[src/rtl/frt_pkg.sv]
`timescale 1ns/1ps
package frt_pkg;
  // Register offsets on the byte bus
  typedef enum logic [2:0] {
    REG_CNT_HI = 3'd0,
    REG_CNT_LO = 3'd1,
    REG_ALT_HI = 3'd2,
    REG_ALT_LO = 3'd3,
    REG_CTRL   = 3'd4,
    REG_STAT   = 3'd5
  } frt_reg_e;

  // Bit position of the flag in status and of the enable in control
  localparam int FLAG_BIT = 5;
endpackage

[src/rtl/frt_counter.sv]
`timescale 1ns/1ps
module frt_counter #(
  parameter int                CNT_W     = 16,
  parameter int                PRE_DIV   = 4,
  parameter logic [CNT_W-1:0]  RESET_VAL = 16'hFFFC
) (
  input  logic             clk,
  input  logic             rst_n,
  input  logic             clr_i,
  output logic [CNT_W-1:0] cnt_o,
  output logic             wrap_o
);
  logic [CNT_W-1:0] cnt_q;
  logic             tick;

  generate
    if (PRE_DIV <= 1) begin : g_nodiv
      assign tick = 1'b1;
    end else begin : g_div
      localparam int PW = $clog2(PRE_DIV);
      logic [PW-1:0] pre_q;
      always_ff @(posedge clk or negedge rst_n) begin
        if (!rst_n)                          pre_q <= '0;
        else if (clr_i)                      pre_q <= '0;
        else if (pre_q == PW'(PRE_DIV - 1))  pre_q <= '0;
        else                                 pre_q <= pre_q + 1'b1;
      end
      assign tick = (pre_q == PW'(PRE_DIV - 1));
    end
  endgenerate

  // Reload takes priority over a terminal count in the same cycle
  always_ff @(posedge clk or negedge rst_n) begin
    if (!rst_n)      cnt_q <= RESET_VAL;
    else if (clr_i)  cnt_q <= RESET_VAL;
    else if (tick)   cnt_q <= cnt_q + 1'b1;
  end

  assign cnt_o  = cnt_q;
  assign wrap_o = tick && (cnt_q == '1) && !clr_i;

  assert_step_R2: assert property (@(posedge clk) disable iff (!rst_n)
    !$past(clr_i) |-> (cnt_q == $past(cnt_q) || cnt_q == $past(cnt_q) + 1'b1));

  assert_wrap_zero_R6: assert property (@(posedge clk) disable iff (!rst_n)
    wrap_o |=> (cnt_q == '0));

  assert_reload_R10: assert property (@(posedge clk) disable iff (!rst_n)
    clr_i |=> (cnt_q == RESET_VAL));
endmodule

[src/rtl/frt_latch.sv]
`timescale 1ns/1ps
module frt_latch #(
  parameter int BYTE_W = 8
) (
  input  logic              clk,
  input  logic              rst_n,
  input  logic              hi_rd_i,
  input  logic              lo_rd_i,
  input  logic              clr_i,
  input  logic [BYTE_W-1:0] live_lo_i,
  output logic              pending_o,
  output logic [BYTE_W-1:0] hold_o
);
  logic              pend_q;
  logic [BYTE_W-1:0] hold_q;

  always_ff @(posedge clk or negedge rst_n) begin
    if (!rst_n) begin
      pend_q <= 1'b0;
      hold_q <= '0;
    end else if (clr_i) begin
      pend_q <= 1'b0;
    end else if (hi_rd_i && !pend_q) begin
      pend_q <= 1'b1;
      hold_q <= live_lo_i;
    end else if (lo_rd_i) begin
      pend_q <= 1'b0;
    end
  end

  assign pending_o = pend_q;
  assign hold_o    = hold_q;

  assert_hold_frozen_R4: assert property (@(posedge clk) disable iff (!rst_n)
    pend_q |=> $stable(hold_q));

  assert_lo_ends_R5: assert property (@(posedge clk) disable iff (!rst_n)
    lo_rd_i |=> !pend_q);

  assert_cancel_R10: assert property (@(posedge clk) disable iff (!rst_n)
    clr_i |=> !pend_q);
endmodule

[src/rtl/frt_flag.sv]
`timescale 1ns/1ps
module frt_flag (
  input  logic clk,
  input  logic rst_n,
  input  logic wrap_i,
  input  logic stat_rd_i,
  input  logic main_lo_rd_i,
  input  logic en_wr_i,
  input  logic en_wdata_i,
  output logic flag_o,
  output logic en_o,
  output logic irq_o
);
  logic flag_q, arm_q, en_q;

  always_ff @(posedge clk or negedge rst_n) begin
    if (!rst_n)                    arm_q <= 1'b0;
    else if (main_lo_rd_i)         arm_q <= 1'b0;
    else if (stat_rd_i && flag_q)  arm_q <= 1'b1;
  end

  // Setting on a wrap outranks an armed clear
  always_ff @(posedge clk or negedge rst_n) begin
    if (!rst_n)                        flag_q <= 1'b0;
    else if (wrap_i)                   flag_q <= 1'b1;
    else if (main_lo_rd_i && arm_q)    flag_q <= 1'b0;
  end

  always_ff @(posedge clk or negedge rst_n) begin
    if (!rst_n)        en_q <= 1'b0;
    else if (en_wr_i)  en_q <= en_wdata_i;
  end

  assign flag_o = flag_q;
  assign en_o   = en_q;
  assign irq_o  = flag_q & en_q;

  assert_rise_on_wrap_R6: assert property (@(posedge clk) disable iff (!rst_n)
    $rose(flag_q) |-> $past(wrap_i));

  assert_fall_needs_arm_R8: assert property (@(posedge clk) disable iff (!rst_n)
    $fell(flag_q) |-> $past(arm_q && main_lo_rd_i));

  assert_wrap_wins_R12: assert property (@(posedge clk) disable iff (!rst_n)
    wrap_i |=> flag_q);
endmodule

[src/rtl/frt_timer.sv]
`timescale 1ns/1ps
module frt_timer #(
  parameter int                   BYTE_W    = 8,
  parameter int                   PRE_DIV   = 4,
  parameter logic [2*BYTE_W-1:0]  RESET_VAL = 16'hFFFC
) (
  input  logic              clk,
  input  logic              rst_n,
  input  logic              bus_rd,
  input  logic              bus_wr,
  input  logic [2:0]        bus_addr,
  input  logic [BYTE_W-1:0] bus_wdata,
  output logic [BYTE_W-1:0] bus_rdata,
  output logic              irq
);
  import frt_pkg::*;

  localparam int CNT_W = 2 * BYTE_W;

  logic [CNT_W-1:0]  cnt;
  logic              wrap;
  logic              pending;
  logic [BYTE_W-1:0] hold;
  logic              flag, en;
  logic              unused_wdata;

  // Address decode
  logic rd_main_hi, rd_main_lo, rd_alt_hi, rd_alt_lo, rd_stat;
  logic cnt_clr, en_wr;

  assign rd_main_hi = bus_rd && (bus_addr == REG_CNT_HI);
  assign rd_main_lo = bus_rd && (bus_addr == REG_CNT_LO);
  assign rd_alt_hi  = bus_rd && (bus_addr == REG_ALT_HI);
  assign rd_alt_lo  = bus_rd && (bus_addr == REG_ALT_LO);
  assign rd_stat    = bus_rd && (bus_addr == REG_STAT);
  assign cnt_clr    = bus_wr && (bus_addr == REG_ALT_LO);
  assign en_wr      = bus_wr && (bus_addr == REG_CTRL);
  assign unused_wdata = ^bus_wdata;

  frt_counter #(
    .CNT_W     (CNT_W),
    .PRE_DIV   (PRE_DIV),
    .RESET_VAL (RESET_VAL)
  ) u_cnt (
    .clk    (clk),
    .rst_n  (rst_n),
    .clr_i  (cnt_clr),
    .cnt_o  (cnt),
    .wrap_o (wrap)
  );

  frt_latch #(.BYTE_W(BYTE_W)) u_latch (
    .clk       (clk),
    .rst_n     (rst_n),
    .hi_rd_i   (rd_main_hi || rd_alt_hi),
    .lo_rd_i   (rd_main_lo || rd_alt_lo),
    .clr_i     (cnt_clr),
    .live_lo_i (cnt[BYTE_W-1:0]),
    .pending_o (pending),
    .hold_o    (hold)
  );

  frt_flag u_flag (
    .clk          (clk),
    .rst_n        (rst_n),
    .wrap_i       (wrap),
    .stat_rd_i    (rd_stat),
    .main_lo_rd_i (rd_main_lo),
    .en_wr_i      (en_wr),
    .en_wdata_i   (bus_wdata[FLAG_BIT]),
    .flag_o       (flag),
    .en_o         (en),
    .irq_o        (irq)
  );

  // Read mux
  always_comb begin
    bus_rdata = '0;
    if (bus_rd) begin
      case (bus_addr)
        REG_CNT_HI, REG_ALT_HI: bus_rdata = cnt[CNT_W-1:BYTE_W];
        REG_CNT_LO, REG_ALT_LO: bus_rdata = pending ? hold : cnt[BYTE_W-1:0];
        REG_CTRL:               bus_rdata[FLAG_BIT] = en;
        REG_STAT:               bus_rdata[FLAG_BIT] = flag;
        default:                bus_rdata = '0;
      endcase
    end
  end

  assert_alt_keeps_flag_R9: assert property (@(posedge clk) disable iff (!rst_n)
    (rd_alt_lo && flag) |=> flag);

  assert_irq_needs_enable_R7: assert property (@(posedge clk) disable iff (!rst_n)
    $rose(irq) |-> (en && flag));
endmodule

[config.mk]
export PLATFORM = sky130hd
export DESIGN_NAME = frt_timer
export DESIGN_NICKNAME = d
export VERILOG_FILES = /design/src/rtl/frt_pkg.sv /design/src/rtl/frt_counter.sv /design/src/rtl/frt_latch.sv /design/src/rtl/frt_flag.sv /design/src/rtl/frt_timer.sv
export SDC_FILE = /design/constraint.sdc
export NUM_CORES = 1
export LEC_CHECK = 0
export CORE_MARGIN = 5
export CORE_UTILIZATION = 45
export DETAILED_ROUTE_END_ITERATION = 7
export PLACE_DENSITY_LB_ADDON = 0.15
export SLEW_MARGIN = 20
export SYNTH_ARGS = -nofsm -noshare
export SYNTH_HDL_FRONTEND = slang
export SYNTH_HIERARCHICAL = 1
export SYNTH_SLANG_ARGS = --single-unit
export TNS_END_PERCENT = 10
[constraint.sdc]
create_clock -name clk -period 3.3 [get_ports clk]
set_input_delay 0.495 -clock clk [delete_from_list [all_inputs] [get_ports clk]]
set_output_delay 0.495 -clock clk [all_outputs]
set_load 0.02 [all_outputs]
## Word level (Yosys, flattened, before mapping)

Cells that the tools add are included.

- $add $sub $neg: 2
- Equality and inequality tests: 7
- Mux-type cells: 16
- Bitwise operators: 2
- Reduce and logical (&&, ||, !) cells: 24

Operators by type and width:

| cell | number |
|---|---|
| $mux 16 | 2 |
| $add 16x1->16 const B | 1 |
| $eq 16x16->1 const B | 1 |
| $mux 8 | 2 |
| $logic_and 1x1->1 | 12 |
| $pmux 5 s2 | 1 |
| $mux 1 | 7 |
| $eq 3x2->1 const B | 2 |
| $eq 3x3->1 const B | 2 |
| $reduce_bool 2->1 | 3 |
| $mux 2 | 2 |
| $pmux 1 s4 | 1 |
| $pmux 2 s2 | 1 |
| $reduce_or 2->1 | 2 |
| $eq 3x1->1 const B | 1 |
| $logic_not 3->1 | 1 |
| $reduce_bool 3->1 | 1 |
| $add 2x1->2 const B | 1 |
| $eq 2x2->1 const B | 1 |
| $logic_not 1->1 | 2 |
| $logic_or 1x1->1 | 2 |
| $reduce_and 2->1 | 1 |
| $and 1x1->1 | 1 |
| $not 1->1 | 1 |

- Register bits: 30
- Bits of input ports: 15
- Output and inout bits: 9
- Logic and storage cells: 58

## Longest topological paths before layout

Gate-level depths: netlist of run 1.

- Depth after elaboration: 6
- Depth in mapped cells: 7
- Gate-level depth less buffers: 5

## Hierarchy

The synthesis of run 1 kept the hierarchy.

By module, submodules not included:

| module | instances | cells an instance | area an instance (sq um) | sequential area each (sq um) |
|---|---|---|---|---|
| frt_counter | 1 | 89 | 982.2 | 467.9 |
| frt_latch | 1 | 20 | 345.3 | 225.2 |
| frt_timer | 1 | 37 | 265.3 | 0.0 |
| frt_flag | 1 | 9 | 116.4 | 75.1 |

## Least setup slack after synthesis of run 1

Ideal clock, no wire load.

- Path type: in2out
- Start: input bus_rd
- End: output bus_rdata[0]
- Arrival: 1.302 ns
- Required time: 2.805 ns
- Path slack: 1.503 ns
- Stages: 3
- Buffers on the path: 0
- Path through: nor2b_1 -> nand2_1 -> o21ai_0

- Word-level cells in the longest chain between the ends: 1

RTL lines:

| item | line | source |
|---|---|---|
| start, declared | frt_timer.sv:9 | `input logic bus_rd,` |
| $mux 8 | frt_timer.sv:79 | `if (bus_rd) begin` |
| end, declared | frt_timer.sv:13 | `output logic [BYTE_W-1:0] bus_rdata,` |

No other way between the ends.

## Worst setup path in the final report of run 1

- Start: input bus_rd
- End: output bus_rdata[3]

Same word-level chain as after synthesis.

==> results of run 1 <==
==> metrics by stage <==
stage | cell area, um2 | utilization | setup slack, ps | hold WS, ps | instances
after floorplan | 1709 | - | 1503 | 199.4 | 155
after global placement | 1913 | 0.5226 | 492.6 | 420.2 | 216
after detailed placement | 1913 | 0.5226 | 496.8 | 430.1 | 216
after CTS | 2004 | 0.5475 | 477.4 | 440.3 | 224
after global routing | 1999 | 0.5461 | 341.9 | 218.3 | 224
final | 1999 | 0.5461 | 455.2 | 177.2 | 224
==> routing by layer <==
layer / up-vias / wire [um] / track usage
met5: - / 0 / 0
met2: 25 / 1543 / 0.2418
met1: 598 / 1578 / 0.1690
met3: 6 / 186 / 0.04488
li1: 595 / - / -
met4: 0 / 65 / 0.05428
==> cells in the mapped netlist, types with 2 or more instances <==
cell type / n
nand2b_1: 9
nand4_1: 4
nand2_1: 14
or3b_1: 2
nand3_1: 3
mux2_2: 8
mux2i_1: 9
xnor2_1: 9
a21o_1: 2
mux2_4: 2
o21ai_0: 7
a21oi_1: 3
nor3_1: 8
inv_1: 3
dfrtp_1: 16
nor3b_4: 2
ha_1: 2
dfstp_2: 14
and3_1: 2
clkbuf_1: 2
nor2_2: 2
nor4_2: 3
nor2_1: 6
o21ai_1: 2
nor2b_1: 4
==> state kept, by name, indices dropped and copies added (netlist names) <==
| name | flops |
|---|---|
| u_latch/pending_o | 1 |
| u_cnt/cnt_o | 16 |
| u_latch/hold_o | 8 |
| u_flag/en_o | 1 |
| u_flag/flag_o | 1 |
| u_flag/arm_q | 1 |
| u_cnt/g_div.pre_q | 2 |
==> power by group <==
part           total [uW]  internal, uW  switching, uW
Combinational         558           274            284
Sequential            735           559            175
Clock                 296           168            128
Total                1590          1000            587
==> placed cells by master, fill, tap and decap left out, types with 3 or more instances in the layout <==
cell             count
a21oi_1              3
clkbuf_8             6
clkdlybuf4s50_1     15
dfrtp_1             16
dfstp_2             14
inv_1                3
mux2_2               8
mux2i_1              9
nand2_1             14
nand2b_1             9
nand3_1              3
nand4_1              4
nor2_1               6
nor2b_1              4
nor3_1               8
nor4_2               3
o21ai_0              7
xnor2_1              9
==> worst min path at each step <==
stage,end,slack [ps],cells past startpoint
after floorplan,u_cnt/cnt_o[0],200,0
after global placement,u_cnt/g_div.pre_q[0],420,1
after detailed placement,u_cnt/g_div.pre_q[0],430,1
after CTS,u_cnt/g_div.pre_q[0],440,1
after global routing,u_cnt/cnt_o[1],220,1
final,u_cnt/cnt_o[1],180,1
==> layout make-up <==
type                            instances  share of cell area
Multi-Input combinational cell        117              0.4493
Sequential cell                        30              0.3842
Timing Repair Buffer                   18             0.08511
Clock buffer                            7             0.04318
Tap cell                               48             0.03004
Inverter                                3            0.005632
Clock inverter                          1            0.002503
==> cell families (layout without fill, tap and decap cells) <==
kind of cell | after synthesis | in the layout | share of synthesized area
adder cells (fa/ha/maj) | 2 | 2 | 0.01464
multiplexers | 19 | 19 | 0.1230
AO/OA/AOI/OAI | 22 | 22 | 0.09663
flip-flops | 30 | 30 | 0.4495
XOR/XNOR | 10 | 10 | 0.05125
buffers and inverters | 8 | 29 | 0.02489
AND/OR/NAND/NOR | 64 | 64 | 0.2401
==> worst reg2reg max path, cell delays in order (launching register included) <==
cell,delay (ps)
dfrtp_1,380
ha_1,350
o211ai_2,410
nor2_2,120
a31o_1,230
a21o_1,150
==> impl_metrics.toml, run 1 <==
[clocking]
cts-root-buf = "clkbuf_8"
post_cts_buffers = 0
cts_tree = "done"
postCtsResizedCells = 0
clk_pin_slew_ps = 60
worstSkewPairLatency_ps = 270
cts.htree.levels = 2
postCtsHoldBufs = 0
cts_sinks = 30
clockBufferDepth = 2
numCtsBuffers = 5

[layout]
nNetsFinal = 192
fillers = 334
layout-drive-gt1-share = 0.2670
regArea_um2 = 768.2
multi_input_area_um2 = 898.4
area_growth_pct = 16.98
n_antenna_cell = 0

[synthesis]
post_synth.cell_area_avg_um2 = 11.03
syn_area_mm2 = 0.001709
synth_edf_count = 0
synth.area.top_cells = "dfrtp_1, dfstp_2, mux2i_1"
synth_cells = 155
ys_seq_area_frac = 0.4495
synth_area_leader_cell = "dfrtp_1"
synth_top_area_share = 0.2343
ys_seq_elements = 30
synthFlopType = "dfrtp_1"
ys_warn_count = 6
async_reset_ff_frac = 1.000
syn_nets = 172
synthDistinctLibCells = 42

[setup_path]
critPathTopFamily = "buffers and inverters"
path_cells = "clkdlybuf4s50_1 -> nor2b_1 -> nand2_1 -> o21ai_0 -> clkdlybuf4s50_1"
crit_buf_inv = 2
arrival_ps = 2350
path_class = "input port to output pin"
reg2reg_depth = 5
reg2reg_to = "u_cnt/cnt_o[13]"
cp-start-kind = "input port"
endpoint = "bus_rdata[3]"
crit_top_cell = "clkdlybuf4s50_1"
rr_startpoint = "u_cnt/g_div.pre_q[0]"
path_depth = 5
required_ps = 2800
worstSetupStartpoint = "bus_rd"
r2r_slack_ps = 1580
critPathSlowestCell = "clkdlybuf4s50_1"
worst_setup_path_end_kind = "output pin"
cpPeakStageDelay_ps = 640
crit_fanout = 9

[route]
num_vias = 1224
ant_nets = 0
dr.pass1.iters = 5
post-route-drc-count = 0
routed_wl_um = 3374
vias_per_cell = 5.464
drt-initial-drc-count = 28
wire_per_inst_um = 15.06

[die]
die_w_um = 71.63
ios = 24
core_area_mm2 = 0.003661
num_rows = 22
dieArea_mm2 = 0.005131
start_util = 0.4668
die_height_um = 71.63

[global_routing]
grtUsageTotal = 0.1429
grt_max_degree = 24
grt_pass1_wl_um = 5761
grt-ovfl-total = 0
grt_pass1_vias = 1267
antenna_found_initial = 0

[timing]
hold_viol = 0
setup_violations = 0
finalSetupTns_ps = 0
tightest_slew_ps = 567.4
relSlewSlack = 0.6217
skew_ps = 6.114
max_freq_ghz = 0.3515
period_minus_slack_ps = 2845
min_period_over_period = 0.8621
slew_violations = 0
rsz0062_at_grt = "false"

[power_and_ir_drop]
p_leak_uw = 0.0007975
ir_drop_mv = 0.3671
power_uw = 1589
cellPowerDensity_mw_per_mm2 = 794.5

[status]
outcome = "complete, no violations"

[place]
gp_congestion = 0.7334
dpl.hpwl_um = 2456
port_buffers = 16

[min_path]
hold_class = "input port to asynchronous set/reset pin"

[flow_run]
maxCapViolCount = 0
(Power assumes the default switching activity.)
==> run 2, diff against run 1 <==
CORE_ASPECT_RATIO = 0.6   (was not set)
==> run 2 against run 1 <==
Net effect:
- routed wire length is 8.4% higher
- sequential share of layout area is 0.47 points lower
- largest cell class unchanged
- global-route usage is 1.4 points higher
- combinational power hardly changed
- critical endpoint is now bus_rdata[4]
- clock skew is 4.4 ps higher
- worst setup slack better by 31 ps
- critical path depth stayed put
- clock power is 27% higher
- hold slack better by 260 ps
- design area is 1.3% higher
==> impl_metrics.toml, run 2 (synthesis results as in run 1) <==
[route]
post-route-drc-count = 0
dr.pass1.iters = 4
routed_wl_um = 3657
wire_per_inst_um = 16.47
num_vias = 1221
vias_per_cell = 5.500
drt-initial-drc-count = 72
ant_nets = 0

[power_and_ir_drop]
p_leak_uw = 0.0008065
p_int_uw = 1075
ir_drop_mv = 0.4532
switching_power_uw = 601.2
seqPwrFrac = 0.442
swShare = 0.3586
combPwrFrac = 0.334
cellPowerDensity_mw_per_mm2 = 828.1
power_frac_clock = 0.223

[layout]
final_core_util = 0.5534
layout-drive-gt1-share = 0.2629
stdcell_count = 222
nNetsFinal = 192
n_antenna_cell = 0
largest_reg_flops = 16
regArea_um2 = 768.2
layout_common_cells = "clkdlybuf4s50_1, dfrtp_1, nand2_1, dfstp_2"
multi_input_area_um2 = 898.4
area_growth_pct = 18.45
fillers = 314

[clocking]
cts.htree.levels = 2
clockBufferDepth = 2
postCtsResizedCells = 0
clk_pin_slew_ps = 60
post_cts_buffers = 0
postCtsHoldBufs = 0
cts_tree = "done"
numCtsBuffers = 5
worstSkewPairLatency_ps = 280
cts-root-buf = "clkbuf_8"
cts_sinks = 30

[setup_path]
path_class = "input port to output pin"
worst_setup_path_end_kind = "output pin"
r2r_slack_ps = 1620
path_cells = "clkdlybuf4s50_1 -> nor3b_4 -> nand2_1 -> o21ai_0 -> clkdlybuf4s50_1"
cp-start-kind = "input port"
reg2reg_depth = 5
crit_fanout = 9
cpPeakStageDelay_ps = 640
crit_top_cell = "clkdlybuf4s50_1"
required_ps = 2800
arrival_ps = 2320
rr_startpoint = "u_cnt/g_div.pre_q[0]"
critPathSlowestCell = "clkdlybuf4s50_1"
reg2reg_to = "u_cnt/cnt_o[13]"

[timing]
relSlewSlack = 0.3784
hold_slack_ps = 432.5
setup_ws_ps = 486.4
hold_viol = 0
setup_violations = 0
slew_violations = 0
skew_ps = 10.52
tightest_slew_ps = 929.5
max_freq_ghz = 0.3554
min_period_over_period = 0.8526
rsz0062_at_grt = "false"
period_minus_slack_ps = 2814
finalSetupTns_ps = 0

[die]
core_area_mm2 = 0.003659
ios = 24
die_height_um = 57.74
start_util = 0.4672
num_rows = 17
die_w_um = 89.56
dieArea_mm2 = 0.005171

[place]
dpl.hpwl_um = 2686
dp_slack_ps = 478.6
gp_congestion = 0.7778
port_buffers = 16
placedCellCount = 215

[flow_run]
maxCapViolCount = 0

[min_path]
hold_path_depth = 1
hp-start = "u_cnt/g_div.pre_q[0]"
worstHoldEndpoint = "u_cnt/g_div.pre_q[0]"
hold_class = "flip-flop to flip-flop"

[global_routing]
grtUsageTotal = 0.1570
grt_pass1_vias = 1195
grt-ovfl-total = 0
antenna_found_initial = 0
grt_max_degree = 24
grt_pass1_wl_um = 6030

[status]
outcome = "complete, no violations"
-- run 2: metal layers --
metal / wire (um) / GRT usage
met3: 127 / 0.04545
met1: 1765 / 0.2176
met5: 0 / 0
met4: 54 / 0.06157
met2: 1709 / 0.2302
-- run 2: area by class of cell --
class,count,area share
clock buffer,6,0.04079
clock inverter,1,0.01483
inverter,3,0.005562
multi-input combinational,117,0.4438
sequential,30,0.3795
tap,47,0.02905
timing repair buffer,18,0.08653
-- run 2: worst max path at each step --
stage | start | end | slack (ps)
final | bus_addr[0] | bus_rdata[4] | 490
after global routing | bus_rd | bus_rdata[0] | 360
after CTS | bus_addr[0] | bus_rdata[6] | 480
after detailed placement | bus_addr[0] | bus_rdata[6] | 480
after global placement | bus_addr[0] | bus_rdata[4] | 510
after floorplan | bus_rd | bus_rdata[0] | 1500
-- run 2: power by group through the flow --
stage / logic (uW) / clock network (uW) / registers [uW]
2_1_floorplan: 448 / 0 / 685
5_1_grt: 625 / 402 / 766
3_5_place_dp: 557 / 0 / 747
4_1_cts: 564 / 385 / 742
3_3_place_gp: 542 / 0 / 735
6_report: 560 / 375 / 741
-- run 2: critical path, delay by kind of cell --
kind / cells / cell delay (ps)
buffers and inverters: 2 / 1200
AND/OR/NAND/NOR: 2 / 540
AO/OA/AOI/OAI: 1 / 90
-- run 2: through the flow --
stage	cell area, um2	power, uW
finish	2024	1677
global route	2024	1794
CTS	2024	1692
detailed placement	1912	1304
global placement	1912	1277
floorplan	1709	1133
